**config.mk**
```make
export PLATFORM = sky130hd
export DESIGN_NAME = irq_code_report
export DESIGN_NICKNAME = d
export VERILOG_FILES = /design/src/rtl/irq_code_report_pkg.sv /design/src/rtl/irq_code_report_ctrl.sv /design/src/rtl/irq_code_report_dp.sv /design/src/rtl/irq_code_report.sv
export SDC_FILE = /design/constraint.sdc
export NUM_CORES = 1
export LEC_CHECK = 0
export BUFFER_PORTS_ARGS = -buffer_cell sky130_fd_sc_hd__buf_2
export CAP_MARGIN = 20
export CORE_ASPECT_RATIO = 0.6
export CORE_UTILIZATION = 50
export CTS_CLUSTER_SIZE = 28
export DETAILED_ROUTE_END_ITERATION = 6
export PLACE_DENSITY = 0.79
export SYNTH_ARGS = -nofsm -noshare
export SYNTH_HDL_FRONTEND = slang
export SYNTH_SLANG_ARGS = --single-unit
export TNS_END_PERCENT = 5
```
**constraint.sdc**
```tcl
create_clock -name clk -period 6.5 [get_ports clk]
set_input_delay 0.975 -clock clk [delete_from_list [all_inputs] [get_ports clk]]
set_output_delay 0.975 -clock clk [all_outputs]
set_load 0.01 [all_outputs]
```
**src/rtl/irq_code_report_pkg.sv**
```systemverilog
package irq_code_report_pkg;

  localparam int CODE_W = 4;
  localparam int DATA_W = 8;

  typedef logic [CODE_W-1:0] codeT;
  typedef logic [DATA_W-1:0] byteT;

  localparam codeT CODE_NONE       = 4'h0;
  localparam codeT CODE_M_ARB_LOST = 4'h1;
  localparam codeT CODE_M_RX_DATA  = 4'h4;
  localparam codeT CODE_S_RX_DATA  = 4'h8;

  // strobes from control to datapath
  typedef struct packed {
    logic wrMst;   // store the master event
    logic wrSlv;   // store the slave event (slot after master's when both)
    logic load;    // move the oldest pending entry into the shown register
    logic clear;   // status read removes the shown cause
  } dpStrobeT;

endpackage

```
**src/rtl/irq_code_report_ctrl.sv**
```systemverilog
module irq_code_report_ctrl
  import irq_code_report_pkg::*;
#(
  parameter int DEPTH = 4
) (
  input  logic     clk,
  input  logic     rst,
  input  logic     mstEvtValid,
  input  codeT     mstEvtCode,
  input  logic     slvEvtValid,
  input  codeT     slvEvtCode,
  input  logic     statusRd,
  output dpStrobeT strobe,
  output logic     curValid,
  output logic     ovfFlag
);

  localparam int CNT_W = $clog2(DEPTH + 1);

  logic [CNT_W-1:0] pendCount;
  logic [CNT_W:0]   freeSlots;
  logic             mstReq;
  logic             slvReq;
  logic             popNow;
  logic             acceptMst;
  logic             acceptSlv;
  logic             dropNow;

  always_comb begin
    // a zero code is not a cause
    mstReq    = mstEvtValid && (mstEvtCode != CODE_NONE);
    slvReq    = slvEvtValid && (slvEvtCode != CODE_NONE);
    popNow    = !curValid && (pendCount != '0);
    freeSlots = (CNT_W+1)'(DEPTH) - {1'b0, pendCount} + {{CNT_W{1'b0}}, popNow};
    acceptMst = mstReq && (freeSlots != '0);
    acceptSlv = slvReq && (acceptMst ? (freeSlots >= (CNT_W+1)'(2)) : (freeSlots != '0));
    dropNow   = (mstReq && !acceptMst) || (slvReq && !acceptSlv);
  end

  always_comb begin
    strobe.wrMst = acceptMst;
    strobe.wrSlv = acceptSlv;
    strobe.load  = popNow;
    strobe.clear = statusRd && curValid;
  end

  always_ff @(posedge clk) begin
    if (rst) begin
      pendCount <= '0;
      curValid  <= 1'b0;
      ovfFlag   <= 1'b0;
    end else begin
      pendCount <= pendCount + CNT_W'(acceptMst) + CNT_W'(acceptSlv) - CNT_W'(popNow);
      if (popNow)
        curValid <= 1'b1;
      else if (statusRd)
        curValid <= 1'b0;
      if (dropNow)
        ovfFlag <= 1'b1;
      else if (statusRd)
        ovfFlag <= 1'b0;
    end
  end

endmodule

```
**src/rtl/irq_code_report_dp.sv**
```systemverilog
module irq_code_report_dp
  import irq_code_report_pkg::*;
#(
  parameter int DEPTH = 4
) (
  input  logic     clk,
  input  logic     rst,
  input  dpStrobeT strobe,
  input  codeT     mstEvtCode,
  input  byteT     mstEvtByte,
  input  codeT     slvEvtCode,
  input  byteT     slvEvtByte,
  input  byteT     shiftLive,
  output codeT     shownCode,
  output byteT     rxData
);

  localparam int PTR_W = (DEPTH > 1) ? $clog2(DEPTH) : 1;

  codeT             codeMem [DEPTH];
  byteT             byteMem [DEPTH];
  logic [PTR_W-1:0] wrPtr;
  logic [PTR_W-1:0] rdPtr;
  logic [PTR_W-1:0] slvSlot;
  byteT             shownByte;
  logic             rxCaptured;

  function automatic logic [PTR_W-1:0] incPtr(input logic [PTR_W-1:0] p);
    return (p == PTR_W'(DEPTH - 1)) ? '0 : p + 1'b1;
  endfunction

  assign slvSlot = strobe.wrMst ? incPtr(wrPtr) : wrPtr;

  always_ff @(posedge clk) begin
    for (int i = 0; i < DEPTH; i++) begin
      if (strobe.wrMst && (wrPtr == PTR_W'(i))) begin
        codeMem[i] <= mstEvtCode;
        byteMem[i] <= mstEvtByte;
      end else if (strobe.wrSlv && (slvSlot == PTR_W'(i))) begin
        codeMem[i] <= slvEvtCode;
        byteMem[i] <= slvEvtByte;
      end
    end
  end

  always_ff @(posedge clk) begin
    if (rst) begin
      wrPtr     <= '0;
      rdPtr     <= '0;
      shownCode <= CODE_NONE;
      shownByte <= '0;
    end else begin
      if (strobe.wrMst && strobe.wrSlv)
        wrPtr <= incPtr(incPtr(wrPtr));
      else if (strobe.wrMst || strobe.wrSlv)
        wrPtr <= incPtr(wrPtr);
      if (strobe.load) begin
        rdPtr     <= incPtr(rdPtr);
        shownCode <= codeMem[rdPtr];
        shownByte <= byteMem[rdPtr];
      end else if (strobe.clear) begin
        shownCode <= CODE_NONE;
      end
    end
  end

  assign rxCaptured = (shownCode == CODE_M_RX_DATA) || (shownCode == CODE_S_RX_DATA);
  assign rxData     = rxCaptured ? shownByte : shiftLive;

endmodule

```
**src/rtl/irq_code_report.sv**
```systemverilog
module irq_code_report
  import irq_code_report_pkg::*;
#(
  parameter int DEPTH = 4
) (
  input  logic              clk,
  input  logic              rst,
  input  logic              mstEvtValid,
  input  logic [CODE_W-1:0] mstEvtCode,
  input  logic [DATA_W-1:0] mstEvtByte,
  input  logic              slvEvtValid,
  input  logic [CODE_W-1:0] slvEvtCode,
  input  logic [DATA_W-1:0] slvEvtByte,
  input  logic [DATA_W-1:0] shiftLive,
  input  logic              statusRd,
  output logic [CODE_W-1:0] statusCode,
  output logic              statusOvf,
  output logic              irq,
  output logic [DATA_W-1:0] rxData
);

  dpStrobeT strobe;
  logic     curValid;

  irq_code_report_ctrl #(.DEPTH(DEPTH)) ctrl_i (
    .clk        (clk),
    .rst        (rst),
    .mstEvtValid(mstEvtValid),
    .mstEvtCode (mstEvtCode),
    .slvEvtValid(slvEvtValid),
    .slvEvtCode (slvEvtCode),
    .statusRd   (statusRd),
    .strobe     (strobe),
    .curValid   (curValid),
    .ovfFlag    (statusOvf)
  );

  irq_code_report_dp #(.DEPTH(DEPTH)) dp_i (
    .clk       (clk),
    .rst       (rst),
    .strobe    (strobe),
    .mstEvtCode(mstEvtCode),
    .mstEvtByte(mstEvtByte),
    .slvEvtCode(slvEvtCode),
    .slvEvtByte(slvEvtByte),
    .shiftLive (shiftLive),
    .shownCode (statusCode),
    .rxData    (rxData)
  );

  assign irq = curValid;

endmodule

```
Yosys cells after proc, flatten, opt, wreduce, memory -nomap -nowiden
Memories as Yosys holds them, arrays and structs flattened. A register that Yosys moved wholly into a read port is not among the register bits.
Index checks and enable logic that the tools add are counted.
W data, S select, Z words.
{"block": "word_totals", "reg_bits": 13, "mem_bits_rw": 48, "in_bits": 37, "out_inout_bits": 14, "word_cells": 127, "memories": 2}
{"memory": "dp_i.byteMem", "depth": 4, "word_bits": 8, "read_ports": 1, "rd_clocked_by_memory_dff": 1, "write_ports": 2, "line": "irq_code_report_dp.sv:21", "rtl": "byteT byteMem [DEPTH];"}
{"memory": "dp_i.codeMem", "depth": 4, "word_bits": 4, "read_ports": 1, "rd_clocked_by_memory_dff": 1, "write_ports": 2, "line": "irq_code_report_dp.sv:20", "rtl": "codeT codeMem [DEPTH];"}
{"block": "op_classes", "n_addsub": 8, "order_cmp": 1, "eq_ne": 10, "muxes": 55, "bitwise": 8, "reduce_logical": 37}
{"operator": "$mux W8", "count": 7}
{"operator": "$mux W4", "count": 8}
{"operator": "$mux W1", "count": 28}
{"operator": "$mux W2", "count": 12}
{"operator": "$logic_and A1 B1 Y1", "count": 17}
{"operator": "$reduce_or A8 Y1", "count": 2}
{"operator": "$eq A2 B2 Y1 const B", "count": 6}
{"operator": "$reduce_bool A4 Y1", "count": 3}
{"operator": "$or A1 B1 Y1", "count": 8}
{"operator": "$reduce_bool A2 Y1", "count": 4}
{"operator": "$reduce_or A4 Y1", "count": 2}
{"operator": "$add A2 B1 Y2 const B", "count": 3}
{"operator": "$add A3 B1 Y3", "count": 2}
{"operator": "$add A4 B1 Y4", "count": 1}
{"operator": "$eq A2 B1 Y1 const B", "count": 2}
{"operator": "$eq A4 B3 Y1 const B", "count": 1}
{"operator": "$eq A4 B4 Y1 const B", "count": 1}
{"operator": "$ge A4 B2 Y1 const B", "count": 1}
{"operator": "$logic_not A2 Y1", "count": 2}
{"operator": "$sub A3 B3 Y4 const A", "count": 1}
{"operator": "$logic_not A1 Y1", "count": 3}
{"operator": "$logic_or A1 B1 Y1", "count": 3}
{"operator": "$reduce_bool A3 Y1", "count": 1}
{"operator": "$sub A3 B1 Y3", "count": 1}

Logic depth before layout (Yosys ltp)
{"block": "logic_depth", "depth_word": 14, "ltp_mapped": 17, "depth_no_buf": 15}

Hierarchy
From an unflattened synthesis, not the netlist that was laid out.
{"block": "unflattened", "cells_unflattened": 258, "hier_area_um2": 3694.8}
{"mod": "irq_code_report_dp", "n_inst": 1, "cells_each": 216, "area_per_inst_um2": 3303.2, "seq_area_each_um2": 1801.7}
{"mod": "irq_code_report_ctrl", "n_inst": 1, "cells_each": 42, "area_per_inst_um2": 391.6, "seq_area_each_um2": 100.1}

Worst setup path before layout
Ideal clock, no wire load.
{"block": "synth_path", "path_type": "register to register", "start": "reg ctrl_i.pendCount[2]", "end": "mem dp_i.byteMem[0][0] in the netlist's numbering (enable)", "setup_ps": 400, "arrival_ps": 3477, "t_required_ps": 6100, "path_slack_ps": 2623, "path_stages_with_launch": 13, "path_buffers": 2, "period_less_slack_ps": 3877, "path_cell_list": "dfxtp_1 > nor3_1 > or2_2 > clkbuf_1 > clkbuf_1 > ha_1 > inv_1 > ha_1 > or2_1 > a211oi_4 > or3_1 > nand2_1 > o31ai_1"}
{"element": "from (decl)", "line": "irq_code_report_ctrl.sv:20", "rtl": "logic [CNT_W-1:0] pendCount;"}
{"element": "from (signal assigned)", "line": "irq_code_report_ctrl.sv:53", "rtl": "pendCount <= pendCount + CNT_W'(acceptMst) + CNT_W'(acceptSlv) - CNT_W'(popNow);"}
{"element": "to (decl)", "line": "irq_code_report_dp.sv:21"}

Final worst setup path
{"block": "layout_path", "start": "reg ctrl_i.pendCount[2]", "end": "reg ctrl_i.pendCount[1]"}
{"block": "layout_between", "elab_chain_len": 9, "word_cells_on_any_way": 12, "classes_between": "add/sub (5); order compare (1); mux (1); reduce/logical (5)"}
{"element": "branches (longest 8 deep; another with $sub A3 B3 Y4)"}
{"element": "$sub A3 B1 Y3 (*)", "line": "irq_code_report_ctrl.sv:53"}
Mark *: on every way between the ends.
A chain may end at the register's enable or synchronous reset.

==> impl_summary.md <==
Place
The number of I/O port buffers is 50. The pre-CTS setup slack is 2660 ps. The sum of net half-perimeters after detailed placement is 5.77 mm. The cell total after placement is 424. Routability-driven placement finished with a final weighted congestion of 0.877.

STA
Setup violations remaining at the end of the flow were counted as 0. The tightest hold margin is 452 ps. At the pin with the least slew margin, the transition time is 982 ps. Timing would allow up to 256 MHz. The clock arrives with 2.59 ps of skew. The worst path uses 60.0% of the clock period.

The final-report max-slew violation count is 0. The setup slack after layout is 2600 ps. In the final timing run, aggregate negative setup slack is 0 ps. The number of hold violations in the final report is 0. The relative slew slack is 33.8%.

Setup repair after global routing left no endpoint under its margin. The smallest clock period supported by the final layout is computed as 3900 ps.

Synthesis
The synthesized netlist devotes 6.99% of its cell area to simple gates. By area, the combinational part of the netlist is dominated by multiplexers. The post-synthesis mux area share is 26.3%.

For this run, the number of Yosys warnings is 0. Counting flops with an async set or reset pin after synthesis yields a share of 0%. The most frequently used flop master after synthesis is edfxtp_1. In this run, synthesis inferred 48 flip-flops with an integrated enable. The synthesized area is 3850 µm². The share of the Yosys chip area taken by registers is 49.4%. The xor/xnor cell area share of the yosys netlist is 0.910%. The synthesized instance count is 279. The number of distinct standard cells referenced by the synthesized netlist is 49. The average instance in the mapped netlist occupies 13.8 µm². In this run, synthesis produced a sequential element count of 71.

When the netlist entered floorplanning its net count stood at 327. Summing the areas of all fa, ha and maj instances in the mapped netlist gives 3.96% of the synthesized area. The synthesized netlist devotes 9.36% of its cell area to compound gates.

Layout
After the last flow step, the layout net total stands at 379. The number of antenna diodes in the final layout is 0. The layout overhead on the synthesized area is 15.5%. Leaving out filler cells and counting taps, the final layout contains 440. The leading cell type in the layout, fill and taps excluded is buf_2. The number of fillers in the final layout is 605. In the layout the commonest cells are buf_2 (50), edfxtp_1 (48), mux2_4 (30), nand2_1 (28), dfxtp_1 (23). The fraction of final layout cells with drive strength greater than 1 is 40.5%.

Power
The highest ir drop seen on vdd is 0.260 mV. After layout, the design draws a total of 2.16 mW. Of the total power, registers draw 36.9%. In this run switching power makes up 36.4% of total power. The internal portion of total power is 1.37 mW. The total power per unit cell area is 485 nW/µm². The power share of the combinational group is 43.5%. The clock network fraction of total power is 19.6%. The reported net switching power is 0.785 mW. The static leakage is 1.72 nW.

Critical path
Across all register-to-register paths, the minimum setup slack is 2600 ps. Grouping stages by cell kind, the critical path spends the most delay in adder cells. The worst path buffer plus inverter count is 3. The signal on the critical path passes through nor3_1 -> or2_2 -> ha_1 -> inv_1 -> ha_1 -> nand4b_1 -> a211oi_4 -> nor2_2 -> inv_2 -> ha_1 -> fa_1 -> inv_1 -> fa_1 -> nor2b_1.

The number of cells on the worst reg-to-reg path is 14. On the worst path, the slowest cell contributes a delay of 510 ps. The slowest library cell on the worst path is a211oi_4. The critical register-to-register path startpoint is ctrl_i.pendCount[2].

The sort of element at the start of the critical path is a flop. Of all nets on the critical path, the largest fanout is 17. The endpoint of the most critical register-to-register path is ctrl_i.pendCount[1]. The critical path in this run is classified as reg -> reg.

The critical path's most frequent cell is ha_1. The critical path arrival is 4110 ps. Data on the critical path is required at its endpoint by 6710 ps.

The critical path endpoint category is a flop.

Detailed routing
Dividing the detail-routed wire length by the instance count gives 18.5 µm. The number of detailed-routing iterations run before antenna repair is 5. After detailed routing, the number of vias per cell comes to 5.65. The detailed-route DRC error count is 0. The number of nets still failing antenna checks after routing is 0.

In this run, the number of DRC markers left after iteration 0 of detailed routing was 196. The overall via count from detail_route is 2488. The final wirelength is 8.15 mm.

Clock tree
The longest clock path from root to sink contains 2 buffers. The number of gates resized after cts is 0. For this design, the CTS-stage hold fixing added 0 buffers. The number of buffers created by CTS is 9. After clock tree synthesis, the setup repair step added 0 buffers. After clock tree synthesis, the clock-pin slew on the worst setup and hold paths is 50 ps.

The clock reaches the later pin of the worst-skew pair after 330 ps. TritonCTS built the clock tree. The count of H-tree levels built during CTS is 3. The tree is rooted in a clkbuf_16. The total clock sinks is 71.

Global routing
The number of global-route vias before repair came to 2305. The wire length of the first global-routing pass is 12.6 mm. The number of antenna violations at the first check in global routing is 0. For this run the aggregate overflow at the end of global routing stands at 0. Entering global routing, the biggest net connects 22 pins. Across every metal layer, demand over resource in global routing totals 22.1%.

Die
The die is 70.0 µm tall. The starting density of the core is 52.3%. The total area inside the core boundary comes to 7360 µm². The floorplan die width is 115 µm. The die footprint is 8070 µm².

The number of placed I/O pins is 51. The floorplan has 24 rows.

Hold path
The worst hold path belongs to the class reg -> reg. The number of instances on the worst hold path is 2. The worst min-delay path endpoint is dp_i.shownByte[1]. The worst hold path begins at dp_i.shownByte[1].

Flow run
The max-cap check violation count is 0.

Status
The run finished with clean final reports.
## registers in the layout (all words and copies together) (netlist names), named ones only
signal and cells:
ctrl_i.curValid 1, dp_i.shownCode 4, ctrl_i.ovfFlag 1, dp_i.shownByte 8, dp_i.wrPtr 2, dp_i.rdPtr 2, ctrl_i.pendCount 3, dp_i.byteMem 32
dp_i.codeMem 16
## cells in the mapped netlist (2+ instances only)
cell | number | area (µm²)
dfxtp_1 | 23 | 460
inv_1 | 10 | 37.5
nor4_1 | 3 | 18.8
a21oi_1 | 16 | 80.1
xnor2_1 | 4 | 35.0
nor2_1 | 7 | 26.3
nand3_1 | 4 | 20.0
edfxtp_1 | 48 | 1440
nor3_1 | 4 | 20.0
a211oi_1 | 4 | 30.0
mux2_1 | 11 | 124
mux2_4 | 30 | 450
clkbuf_1 | 7 | 26.3
mux2_2 | 15 | 169
o41a_1 | 2 | 22.5
or2_2 | 2 | 12.5
buf_6 | 3 | 33.8
or3_1 | 2 | 12.5
nor2b_1 | 2 | 12.5
mux4_2 | 12 | 270
ha_1 | 9 | 113
o21ai_0 | 4 | 20.0
o2111ai_1 | 2 | 17.5
a211oi_4 | 2 | 40.0
fa_1 | 2 | 40.0
nand2_1 | 28 | 105
## worst max path at each step
stage | from | end | slack, ps | depth (start not counted)
floorplan | ctrl_i.pendCount[2] | dp_i.byteMem[0][0] | 2620 | 12
global placement | ctrl_i.pendCount[2] | dp_i.codeMem[1][3] | 2830 | 10
detailed placement | ctrl_i.pendCount[2] | dp_i.codeMem[1][3] | 2660 | 10
CTS | ctrl_i.pendCount[2] | ctrl_i.pendCount[1] | 2620 | 14
global route | ctrl_i.pendCount[2] | dp_i.codeMem[1][3] | 2450 | 10
finish | ctrl_i.pendCount[2] | ctrl_i.pendCount[1] | 2600 | 14
## power by group through the flow
stage	Clock, mW	Sequential (mW)	Combinational (mW)
floorplan	0	0.760	0.710
global placement	0	0.793	0.894
finish	0.423	0.795	0.939
CTS	0.430	0.797	0.936
detailed placement	0	0.805	0.921
global route	0.449	0.814	1.02
## layer usage
layer / vias to the layer above / wire [µm] / global-route usage, %
li1: 1175 / - / -
met1: 1198 / 3770 / 30.8
met2: 107 / 3580 / 32.0
met3: 8 / 707 / 8.42
met4: 0 / 89 / 6.35
met5: - / 0 / 0
## stage by stage
stage                     area (µm²)  util (%)
after floorplan                 3850         -
after global placement          4190      57.0
after detailed placement        4190      57.0
after CTS                       4450      60.4
after global routing            4450      60.4
final                           4450      60.4
## area by class of cell
type                            instances  area (µm²)  share of cell area [%]
Clock buffer                            9         225                    5.07
Sequential cell                        71        1900                    42.8
Clock inverter                          7        30.0                   0.675
Tap cell                              104         130                    2.93
Multi-Input combinational cell        184        1840                    41.3
Timing Repair Buffer                   54         280                    6.30
Inverter                               11        41.3                   0.929
## worst min-delay path: cells and delay by family (launching register included)
| kind | cells | cell delay (ps) |
|---|---|---|
| flip-flops | 1 | 300 |
| AND/OR/NAND/NOR | 1 | 50 |
| AO/OA/AOI/OAI | 1 | 50 |
## cell families after synthesis
logic type      Yosys count
compound gates           43
xor+xnor                  4
fa+ha+maj                11
buf+inv                  24
flops                    71
mux                      68
simple gates             58
Power figures use the tool's default switching activity.
